### config.mk
export PLATFORM = sky130hd
export DESIGN_NAME = ijmp_target_gen
export DESIGN_NICKNAME = d
export VERILOG_FILES = /design/src/rtl/ijt_pkg.sv /design/src/rtl/ijt_sequencer.sv /design/src/rtl/ijt_ptr_stage.sv /design/src/rtl/ijt_byte_join.sv /design/src/rtl/ijmp_target_gen.sv
export SDC_FILE = /design/constraint.sdc
export NUM_CORES = 1
export LEC_CHECK = 0
export ABC_AREA = 1
export BUFFER_PORTS_ARGS = -buffer_cell sky130_fd_sc_hd__buf_2
export CAP_MARGIN = 40
export CORE_MARGIN = 3
export CORE_UTILIZATION = 35
export CTS_CLUSTER_SIZE = 12
export DETAILED_ROUTE_END_ITERATION = 10
export GPL_TIMING_DRIVEN = 0
export PLACE_DENSITY = 0.68
export SLEW_MARGIN = 30
export SYNTH_ARGS = -nofsm -noshare
export SYNTH_HDL_FRONTEND = slang
export SYNTH_SLANG_ARGS = --single-unit
### constraint.sdc
create_clock -name clk -period 5.3 [get_ports clk]
set_clock_uncertainty 0.2 [all_clocks]
set_input_delay 1.06 -clock clk [delete_from_list [all_inputs] [get_ports clk]]
set_output_delay 1.06 -clock clk [all_outputs]
set_load 0.005 [all_outputs]
### src/rtl/ijt_pkg.sv
package ijt_pkg;

  localparam int unsigned ADDR_W = 16;
  localparam int unsigned DATA_W = 8;

  typedef logic [ADDR_W-1:0] addr_t;
  typedef logic [DATA_W-1:0] byte_t;

  // Pointer after optional indexing, wrapping modulo the address space.
  function automatic addr_t ijt_eff_ptr(addr_t p, byte_t x, logic use_x);
    addr_t sum;
    sum = p + addr_t'(x);
    return use_x ? sum : p;
  endfunction

  // Address of the high target byte; legacy stays inside the pointer page.
  function automatic addr_t ijt_hi_addr(addr_t p, logic legacy);
    byte_t lo_next;
    lo_next = p[DATA_W-1:0] + byte_t'(1);
    if (legacy) return {p[ADDR_W-1:DATA_W], lo_next};
    return p + addr_t'(1);
  endfunction

  // True when the legacy page wrap moves the high fetch.
  function automatic logic ijt_page_slip(addr_t p, logic legacy);
    return legacy && (&p[DATA_W-1:0]);
  endfunction

endpackage

### src/rtl/ijt_sequencer.sv
module ijt_sequencer #(
  parameter int unsigned LEG_CYC = 5,
  parameter int unsigned ENH_CYC = 6
) (
  input  logic clk,
  input  logic rst_n,
  input  logic start,
  input  logic indexed,
  input  logic enhanced,
  output logic load,
  output logic busy,
  output logic fault,
  output logic phase_lo,
  output logic phase_hi,
  output logic phase_done
);

  localparam int unsigned MAX_CYC = (LEG_CYC > ENH_CYC) ? LEG_CYC : ENH_CYC;
  localparam int unsigned CW      = $clog2(MAX_CYC + 1);

  logic [CW-1:0] cnt_q;
  logic [CW-1:0] lim_q;
  logic          accept;
  logic          reject;

  assign accept = start && !busy;
  assign reject = accept && indexed && !enhanced;
  assign load   = accept && !reject;

  always_ff @(posedge clk) begin
    if (!rst_n) begin
      busy  <= 1'b0;
      cnt_q <= '0;
      lim_q <= '0;
      fault <= 1'b0;
    end else begin
      fault <= reject;
      if (load) begin
        busy  <= 1'b1;
        cnt_q <= CW'(2);
        lim_q <= enhanced ? CW'(ENH_CYC) : CW'(LEG_CYC);
      end else if (busy) begin
        if (cnt_q == lim_q) busy <= 1'b0;
        else                cnt_q <= cnt_q + CW'(1);
      end
    end
  end

  assign phase_lo   = busy && (cnt_q == lim_q - CW'(2));
  assign phase_hi   = busy && (cnt_q == lim_q - CW'(1));
  assign phase_done = busy && (cnt_q == lim_q);

  assert_done_single_R6: assert property (@(posedge clk) disable iff (!rst_n)
    phase_done |=> !phase_done);
  assert_hi_after_lo_R10: assert property (@(posedge clk) disable iff (!rst_n)
    phase_hi |-> $past(phase_lo));
  assert_done_after_hi_R10: assert property (@(posedge clk) disable iff (!rst_n)
    phase_done |-> $past(phase_hi));
  assert_fault_quiet_R7: assert property (@(posedge clk) disable iff (!rst_n)
    fault |-> (!busy && !phase_lo && !phase_hi));
  assert_limit_held_R8: assert property (@(posedge clk) disable iff (!rst_n)
    (busy && !phase_done) |=> $stable(lim_q));

endmodule

### src/rtl/ijt_ptr_stage.sv
module ijt_ptr_stage
  import ijt_pkg::*;
(
  input  logic  clk,
  input  logic  rst_n,
  input  logic  load,
  input  addr_t ptr,
  input  byte_t xidx,
  input  logic  indexed,
  input  logic  enhanced,
  output addr_t lo_addr,
  output addr_t hi_addr,
  output logic  slip
);

  addr_t eff_q;
  logic  legacy_q;

  always_ff @(posedge clk) begin
    if (!rst_n) begin
      eff_q    <= '0;
      legacy_q <= 1'b0;
    end else if (load) begin
      eff_q    <= ijt_eff_ptr(ptr, xidx, indexed && enhanced);
      legacy_q <= !enhanced;
    end
  end

  assign lo_addr = eff_q;
  assign hi_addr = ijt_hi_addr(eff_q, legacy_q);
  assign slip    = ijt_page_slip(eff_q, legacy_q);

  assert_legacy_page_R1: assert property (@(posedge clk) disable iff (!rst_n)
    legacy_q |-> (hi_addr[ADDR_W-1:DATA_W] == lo_addr[ADDR_W-1:DATA_W]));

endmodule

### src/rtl/ijt_byte_join.sv
module ijt_byte_join
  import ijt_pkg::*;
(
  input  logic  clk,
  input  logic  rst_n,
  input  logic  phase_lo,
  input  logic  phase_hi,
  input  byte_t rd_data,
  output addr_t target
);

  byte_t lo_q;

  always_ff @(posedge clk) begin
    if (!rst_n) begin
      lo_q   <= '0;
      target <= '0;
    end else begin
      if (phase_lo) lo_q <= rd_data;
      if (phase_hi) target <= {rd_data, lo_q};
    end
  end

endmodule

### src/rtl/ijmp_target_gen.sv
module ijmp_target_gen
  import ijt_pkg::*;
#(
  parameter int unsigned LEG_CYC = 5,
  parameter int unsigned ENH_CYC = 6
) (
  input  logic        clk,
  input  logic        rst_n,
  input  logic        start_i,
  input  logic [15:0] ptr_i,
  input  logic [7:0]  xidx_i,
  input  logic        indexed_i,
  input  logic        enhanced_i,
  output logic        rd_en_o,
  output logic [15:0] rd_addr_o,
  input  logic [7:0]  rd_data_i,
  output logic        busy_o,
  output logic        done_o,
  output logic [15:0] target_o,
  output logic        wrap_hit_o,
  output logic [15:0] wrap_ptr_o,
  output logic        err_o
);

  logic  load_w;
  logic  busy_w;
  logic  fault_w;
  logic  ph_lo_w;
  logic  ph_hi_w;
  logic  ph_done_w;
  addr_t lo_addr_w;
  addr_t hi_addr_w;
  logic  slip_w;
  addr_t target_w;

  ijt_sequencer #(.LEG_CYC(LEG_CYC), .ENH_CYC(ENH_CYC)) u_seq (
    .clk        (clk),
    .rst_n      (rst_n),
    .start      (start_i),
    .indexed    (indexed_i),
    .enhanced   (enhanced_i),
    .load       (load_w),
    .busy       (busy_w),
    .fault      (fault_w),
    .phase_lo   (ph_lo_w),
    .phase_hi   (ph_hi_w),
    .phase_done (ph_done_w)
  );

  ijt_ptr_stage u_ptr (
    .clk      (clk),
    .rst_n    (rst_n),
    .load     (load_w),
    .ptr      (ptr_i),
    .xidx     (xidx_i),
    .indexed  (indexed_i),
    .enhanced (enhanced_i),
    .lo_addr  (lo_addr_w),
    .hi_addr  (hi_addr_w),
    .slip     (slip_w)
  );

  ijt_byte_join u_join (
    .clk      (clk),
    .rst_n    (rst_n),
    .phase_lo (ph_lo_w),
    .phase_hi (ph_hi_w),
    .rd_data  (rd_data_i),
    .target   (target_w)
  );

  assign rd_en_o    = ph_lo_w || ph_hi_w;
  assign rd_addr_o  = ph_hi_w ? hi_addr_w : (ph_lo_w ? lo_addr_w : '0);
  assign busy_o     = busy_w;
  assign done_o     = ph_done_w;
  assign target_o   = target_w;
  assign wrap_hit_o = ph_done_w && slip_w;
  assign wrap_ptr_o = wrap_hit_o ? lo_addr_w : '0;
  assign err_o      = fault_w;

  assert_wrap_with_done_R3: assert property (@(posedge clk) disable iff (!rst_n)
    wrap_hit_o |-> done_o);
  assert_no_read_on_err_R7: assert property (@(posedge clk) disable iff (!rst_n)
    err_o |-> (!rd_en_o && !done_o));
  assert_read_one_hot_R10: assert property (@(posedge clk) disable iff (!rst_n)
    $onehot0({ph_lo_w, ph_hi_w, ph_done_w}));

endmodule

==> results of run 1 <==
## placed cells by master, fill, tap and decap left out, types with 9 or more instances in the layout
cell / count
buf_2: 95
o21ai_1: 9
inv_1: 58
ha_1: 11
nor2_1: 93
o21ai_0: 39
dfxtp_1: 48
nand2_1: 115
a21oi_1: 17
nand3_1: 39
## power breakdown
| group | internal (mW) | total (mW) | switching [mW] | leakage [nW] |
|---|---|---|---|---|
| clock | 0.140 | 0.259 | 0.119 | 0.0552 |
| sequential | 0.379 | 0.394 | 0.0149 | 0.391 |
| combinational | 0.0648 | 0.178 | 0.113 | 1.52 |
| total | 0.584 | 0.831 | 0.247 | 1.96 |
## state kept, by name (all words and copies together) (netlist names)
register / cells
u_seq.busy: 1
u_seq.cnt_q: 3
u_ptr.lo_addr: 16
u_join.target: 16
u_seq.fault: 1
u_seq.lim_q: 3
u_join.lo_q: 8
## layout make-up
| type | instances | share of cell area |
|---|---|---|
| Multi-Input combinational cell | 378 | 0.484 |
| Sequential cell | 48 | 0.249 |
| Timing Repair Buffer | 89 | 0.115 |
| Inverter | 66 | 0.0642 |
| Tap cell | 108 | 0.0350 |
| Buffer | 16 | 0.0243 |
| Clock buffer | 6 | 0.0188 |
| Clock inverter | 2 | 0.00908 |
## worst max path at each step
stage                        start      endpoint  slack, ns
detailed placement  u_seq.lim_q[0]  rd_addr_o[7]       1.80
CTS                 u_seq.lim_q[0]  rd_addr_o[1]       1.44
finish              u_seq.lim_q[0]  rd_addr_o[1]       1.48
global placement    u_seq.lim_q[0]  rd_addr_o[1]       1.84
global route        u_seq.lim_q[0]  rd_addr_o[1]       1.21
floorplan           u_seq.lim_q[0]  rd_addr_o[8]       2.31
## routing by layer
layer	track usage	up-vias
met5	0	-
met4	0.0440	0
met3	0.0234	10
met2	0.299	69
met1	0.217	1489
li1	-	1821
## worst register-to-register path: stages (launching register included)
cell and delay (ns):
dfxtp_1 0.33, buf_6 0.13, clkinv_1 0.25, ha_1 0.39, a21oi_1 0.14, o21ai_0 0.09
nor2_1 0.11, nand2_2 0.13, inv_2 0.15, buf_4 0.20, nor2_1 0.05, nor2_1 0.10
## per-stage QoR
| stage | std cells | util | power (mW) | hold slack, ns |
|---|---|---|---|---|
| after floorplan | 508 | - | 0.523 | 0.247 |
| after global placement | 705 | 0.428 | 0.575 | 0.256 |
| after detailed placement | 705 | 0.428 | 0.579 | 0.267 |
| after CTS | 713 | 0.440 | 0.836 | 0.287 |
| after global routing | 713 | 0.440 | 0.881 | 0.303 |
| final | 713 | 0.440 | 0.831 | 0.281 |
## logic make-up (layout without fill, tap and decap cells)
| group | Yosys count | count (layout) | synth area share |
|---|---|---|---|
| and+or+nand+nor | 280 | 280 | 0.383 |
| buffers and inverters | 82 | 179 | 0.108 |
| AOI/OAI and AO/OA | 78 | 78 | 0.131 |
| DFF | 48 | 48 | 0.303 |
| adders and majority gates | 12 | 12 | 0.0497 |
| xor gates and xnor gates | 8 | 8 | 0.0245 |
==> flow_summary.yaml, run 1 <==
routing:
  dr_total_vias: 3389
  drcViolationCount: 0
  dr_wl_met2_mm: 4.07
  wl_per_cell_um: 12.1
  viasPerCell: 4.75
  wl_met3_um: 389
  routedLengthMet1_mm: 4.02
  highest_layer: "met4"
  dr.first_iter.drc_count: 129
  first_pass_iters: 4
  drt-total-wl_mm: 8.60
  postRouteAntennaNets: 0
layout:
  antenna_cells: 0
  final_area_mm2: 0.00386
  seq_area_um2: 961
  multi_input_area_mm2: 0.00187
  drive_above_1_share: 0.220
  nNetsFinal: 653
  areaGrowthSynthToFinish_pct: 21.7
  n_fill_cell: 959
clock_network:
  cts.path.max_buffers: 2
  numClockSinks: 48
  clkTransAtPathRegs_ns: 0.09
  ctsResizeCount: 0
  insertion_delay_ns: 0.29
  ctsHoldBuffers: 0
  h-tree-depth: 2
  cts_tree: "done"
  cts_root_buf: "clkbuf_8"
  cts_setup_buffers: 0
  cts_buffers: 5
yosys:
  synth_edf_count: 0
  seq_area_frac_synth: 0.303
  yosys_most_used_dff: "dfxtp_1"
  synthCells: 508
  yosysWarnings: 0
  netlist_top_cells_count: "115 x nand2_1, 93 x nor2_1, 58 x inv_1"
  ys_ff_latch: 48
  syn_nets: 557
  synth.top_cell.area_share: 0.303
  synth_area_per_cell_um2: 6.24
  synth_most_common_cell: "nand2_1"
  synth_area_leaders: "dfxtp_1 30%, nand2_1 14%, nor2_1 11%"
  synth_cell_types: 36
  yosysTopAreaCell: "dfxtp_1"
  synthArstFlopShare: 0
  syn_area_mm2: 0.00317
worst_setup_path:
  critPathLaunchType: "register"
  r2r_cells: 11
  critical_path.slowest_cell: "ha_1"
  end_kind: "primary output"
  path_cells: "buf_6, clkinv_1, ha_1, a21oi_1, o21ai_0, nor2_1, nand2_2, inv_2, buf_4, nand2_1, o21ai_0, buf_2"
  path_depth: 12
  path_common_cell: "o21ai_0"
  critPathTopFamily: "buffers and inverters"
  crit_fanout: 10
  required_ns: 4.04
  cp.arrival_ns: 2.56
  r2r_slack_ns: 2.97
  critPathMaxStageDelay_ns: 0.39
  path_buf_inv: 5
  crit_type: "register to primary output"
  rr_startpoint: "u_seq.lim_q[0]"
  rr_endpoint: "u_join.target[14]"
timing:
  post-route-period-util: 0.721
  timing.setup.tns_ns: 0
  rsz0062_at_grt: "false"
  relSlewSlack: 0.663
  worst_slack_ns: 1.48
  drv_slew: 0
  hold_viol: 0
  setup_viol: 0
  timing.fmax_ghz: 0.262
  worst_slew_pin_slew_ns: 0.506
  fin_crit_ns: 3.82
power:
  p_leak_nw: 1.96
  ir_drop_mv: 0.0837
  power.density_mw_per_mm2: 215
placement:
  dp_hpwl_mm: 7.08
  placed_area_mm2: 0.00375
  gp_congestion: 0.862
  place_ws_ns: 1.80
  portBuffers: 89
grt:
  grt_pass1_wl_mm: 14.2
  antenna_found_initial: 0
  grt_max_degree: 15
  grt_pass1_vias: 3143
  grt_use_total: 0.169
  grt_remaining_overflow: 0
floorplanning:
  ios: 90
  initial_core_util: 0.362
  core_area_mm2: 0.00876
  die_area_mm2: 0.0102
  std_cell_rows: 34
  die_w_um: 101
  die_y_um: 101
hold_path:
  hold_depth: 2
  hp-class: "register to register"
  hold_end: "u_join.lo_q[1]"
  min_from: "u_join.lo_q[1]"
run:
  cap_viol_max_count: 0
outcome:
  status: "complete, no violations"
Note: power is estimated with default switching activity, not from simulation.
==> run 2: changes to the inputs <==
==> constraint.sdc (replaced) <==
create_clock -name clk -period 3.6 [get_ports clk]
set_clock_uncertainty 0.2 [all_clocks]
set_input_delay 0.72 -clock clk [delete_from_list [all_inputs] [get_ports clk]]
set_output_delay 0.72 -clock clk [all_outputs]
set_load 0.005 [all_outputs]
==> run 2 against run 1 <==
  * Sequential share of layout area decreased by 0.12 points
  * First-iteration DRC count increased by 16%
  * Routed wire length decreased by 0.19%
  * Count of clock-buffer cells in the layout unchanged
  * Largest cell class unchanged
  * Largest power group unchanged
==> flow_summary.yaml, run 2 (same netlist as run 1, synthesis figures left out) <==
outcome:
  status: "complete, no violations"
routing:
  drt-total-wl_mm: 8.58
  first_pass_iters: 4
  wl_per_cell_um: 12.0
  viasPerCell: 4.76
  dr_total_vias: 3400
  dr.first_iter.drc_count: 149
  postRouteAntennaNets: 0
  drcViolationCount: 0
worst_setup_path:
  rr_startpoint: "u_seq.lim_q[0]"
  path_common_cell: "o21ai_0"
  crit_type: "register to primary output"
  cp.arrival_ns: 2.35
  critical_path.slowest_cell: "dfxtp_1"
  critPathLaunchType: "register"
  end_kind: "primary output"
  critPathMaxStageDelay_ns: 0.33
  required_ns: 2.68
  path_cells: "buf_6, clkinvlp_4, ha_1, a21oi_1, o21ai_0, nor2_1, nand2_2, inv_2, buf_4, nand2_1, o21ai_0, buf_2"
  crit_fanout: 10
  cp-startpoint: "u_seq.lim_q[0]"
clock_network:
  cts_buffers: 5
  insertion_delay_ns: 0.29
  numClockSinks: 48
  clkTransAtPathRegs_ns: 0.09
  cts.path.max_buffers: 2
  cts_root_buf: "clkbuf_8"
  ctsHoldBuffers: 0
  cts_tree: "done"
  h-tree-depth: 2
grt:
  gr-usage-met3: 0.0234
  grt_use_total: 0.169
  grt_remaining_overflow: 0
  grt_most_used_layer: "met2"
  met1_usage: 0.217
  grtUsageMet2: 0.299
  grt_max_degree: 15
  grt_pass1_wl_mm: 14.2
  antenna_found_initial: 0
  grt_pass1_vias: 3143
timing:
  worst_slew_pin_slew_ns: 0.501
  timing.fmax_ghz: 0.306
  worst_slack_ns: 0.328
  timing.setup.tns_ns: 0
  setup_viol: 0
  drv_slew: 0
  fin_crit_ns: 3.27
  rsz0062_at_grt: "false"
  relSlewSlack: 0.666
  post-route-period-util: 0.909
  hold_viol: 0
layout:
  layout_commonest_cell: "nand2_1"
  seq_area_um2: 961
  nNetsFinal: 655
  multi_input_area_mm2: 0.00187
  final_area_mm2: 0.00388
  antenna_cells: 0
  n_fill_cell: 960
  drive_above_1_share: 0.224
  areaGrowthSynthToFinish_pct: 22.3
  utilization: 0.442
  final_cell_mix: "115 x nand2_1, 95 x buf_2, 93 x nor2_1"
floorplanning:
  die_w_um: 101
  std_cell_rows: 34
  initial_core_util: 0.362
  ios: 90
  core_area_mm2: 0.00876
  die_y_um: 101
  die_area_mm2: 0.0102
placement:
  dp_hpwl_mm: 7.08
  place_ws_ns: 0.443
  portBuffers: 89
  placed_area_mm2: 0.00375
  gp_congestion: 0.862
power:
  p_leak_nw: 1.97
  ir_drop_mv: 0.127
  power.density_mw_per_mm2: 316
hold_path:
  min_from: "u_join.lo_q[1]"
  hp-class: "register to register"
run:
  cap_viol_max_count: 0
==> run 2: cell count changes in the layout (fill, tap and decap cells not counted), sizes merged <==
cell      before  now
buf          101  103
clkinvlp       0    1
clkinv         3    2
==> run 2: path summary, 6_finish.rpt <==
path                            depth (start not counted)  slack (ns)                 to
worst max register to register                         11        1.48  u_join.target[14]
worst min-delay path                                    2        0.28     u_join.lo_q[1]
worst min register to register                          2        0.28     u_join.lo_q[1]
worst max-delay path                                   12        0.33       rd_addr_o[1]
==> run 2: metrics by stage <==
step	std cells	power (mW)	hold WS (ns)
2_1_floorplan	508	0.769	0.247
3_3_place_gp	705	0.847	0.256
3_5_place_dp	705	0.853	0.267
4_1_cts	713	1.23	0.287
5_1_grt	715	1.30	0.303
6_report	715	1.23	0.282
==> run 2: what timing repair did <==
action / CTS / global route
setup buffers: 0 / 2
setup endpoints to repair: 0 / 10
gates resized for setup: 0 / 1
==> run 2: layout make-up <==
| type | instances | share of cell area |
|---|---|---|
| sequential | 48 | 0.248 |
| clock buffer | 6 | 0.0187 |
| tap | 108 | 0.0349 |
| clock inverter | 2 | 0.00904 |
| timing repair buffer | 91 | 0.119 |
| buffer | 16 | 0.0242 |
| multi-input combinational | 378 | 0.482 |
| inverter | 66 | 0.0649 |
==> run 2: per-layer routing <==
layer / up-vias / wire, um
met3: 10 / 410
met5: - / 0
li1: 1825 / -
met1: 1489 / 3990
met2: 76 / 4050
met4: 0 / 124
==> run 2: critical path, delay by kind of cell (launching register included) <==
kind / cells / cell delay [ns]
adder cells (fa/ha/maj): 1 / 0.30
AO/OA/AOI/OAI: 3 / 0.35
AND/OR/NAND/NOR: 3 / 0.30
buffers and inverters: 5 / 0.77
flip-flops: 1 / 0.33
==> run 2: where the power goes <==
group / total (mW) / switching, mW / internal, mW
Clock: 0.381 / 0.175 / 0.206
Sequential: 0.579 / 0.0217 / 0.558
Combinational: 0.265 / 0.167 / 0.0974
Total: 1.23 / 0.364 / 0.861
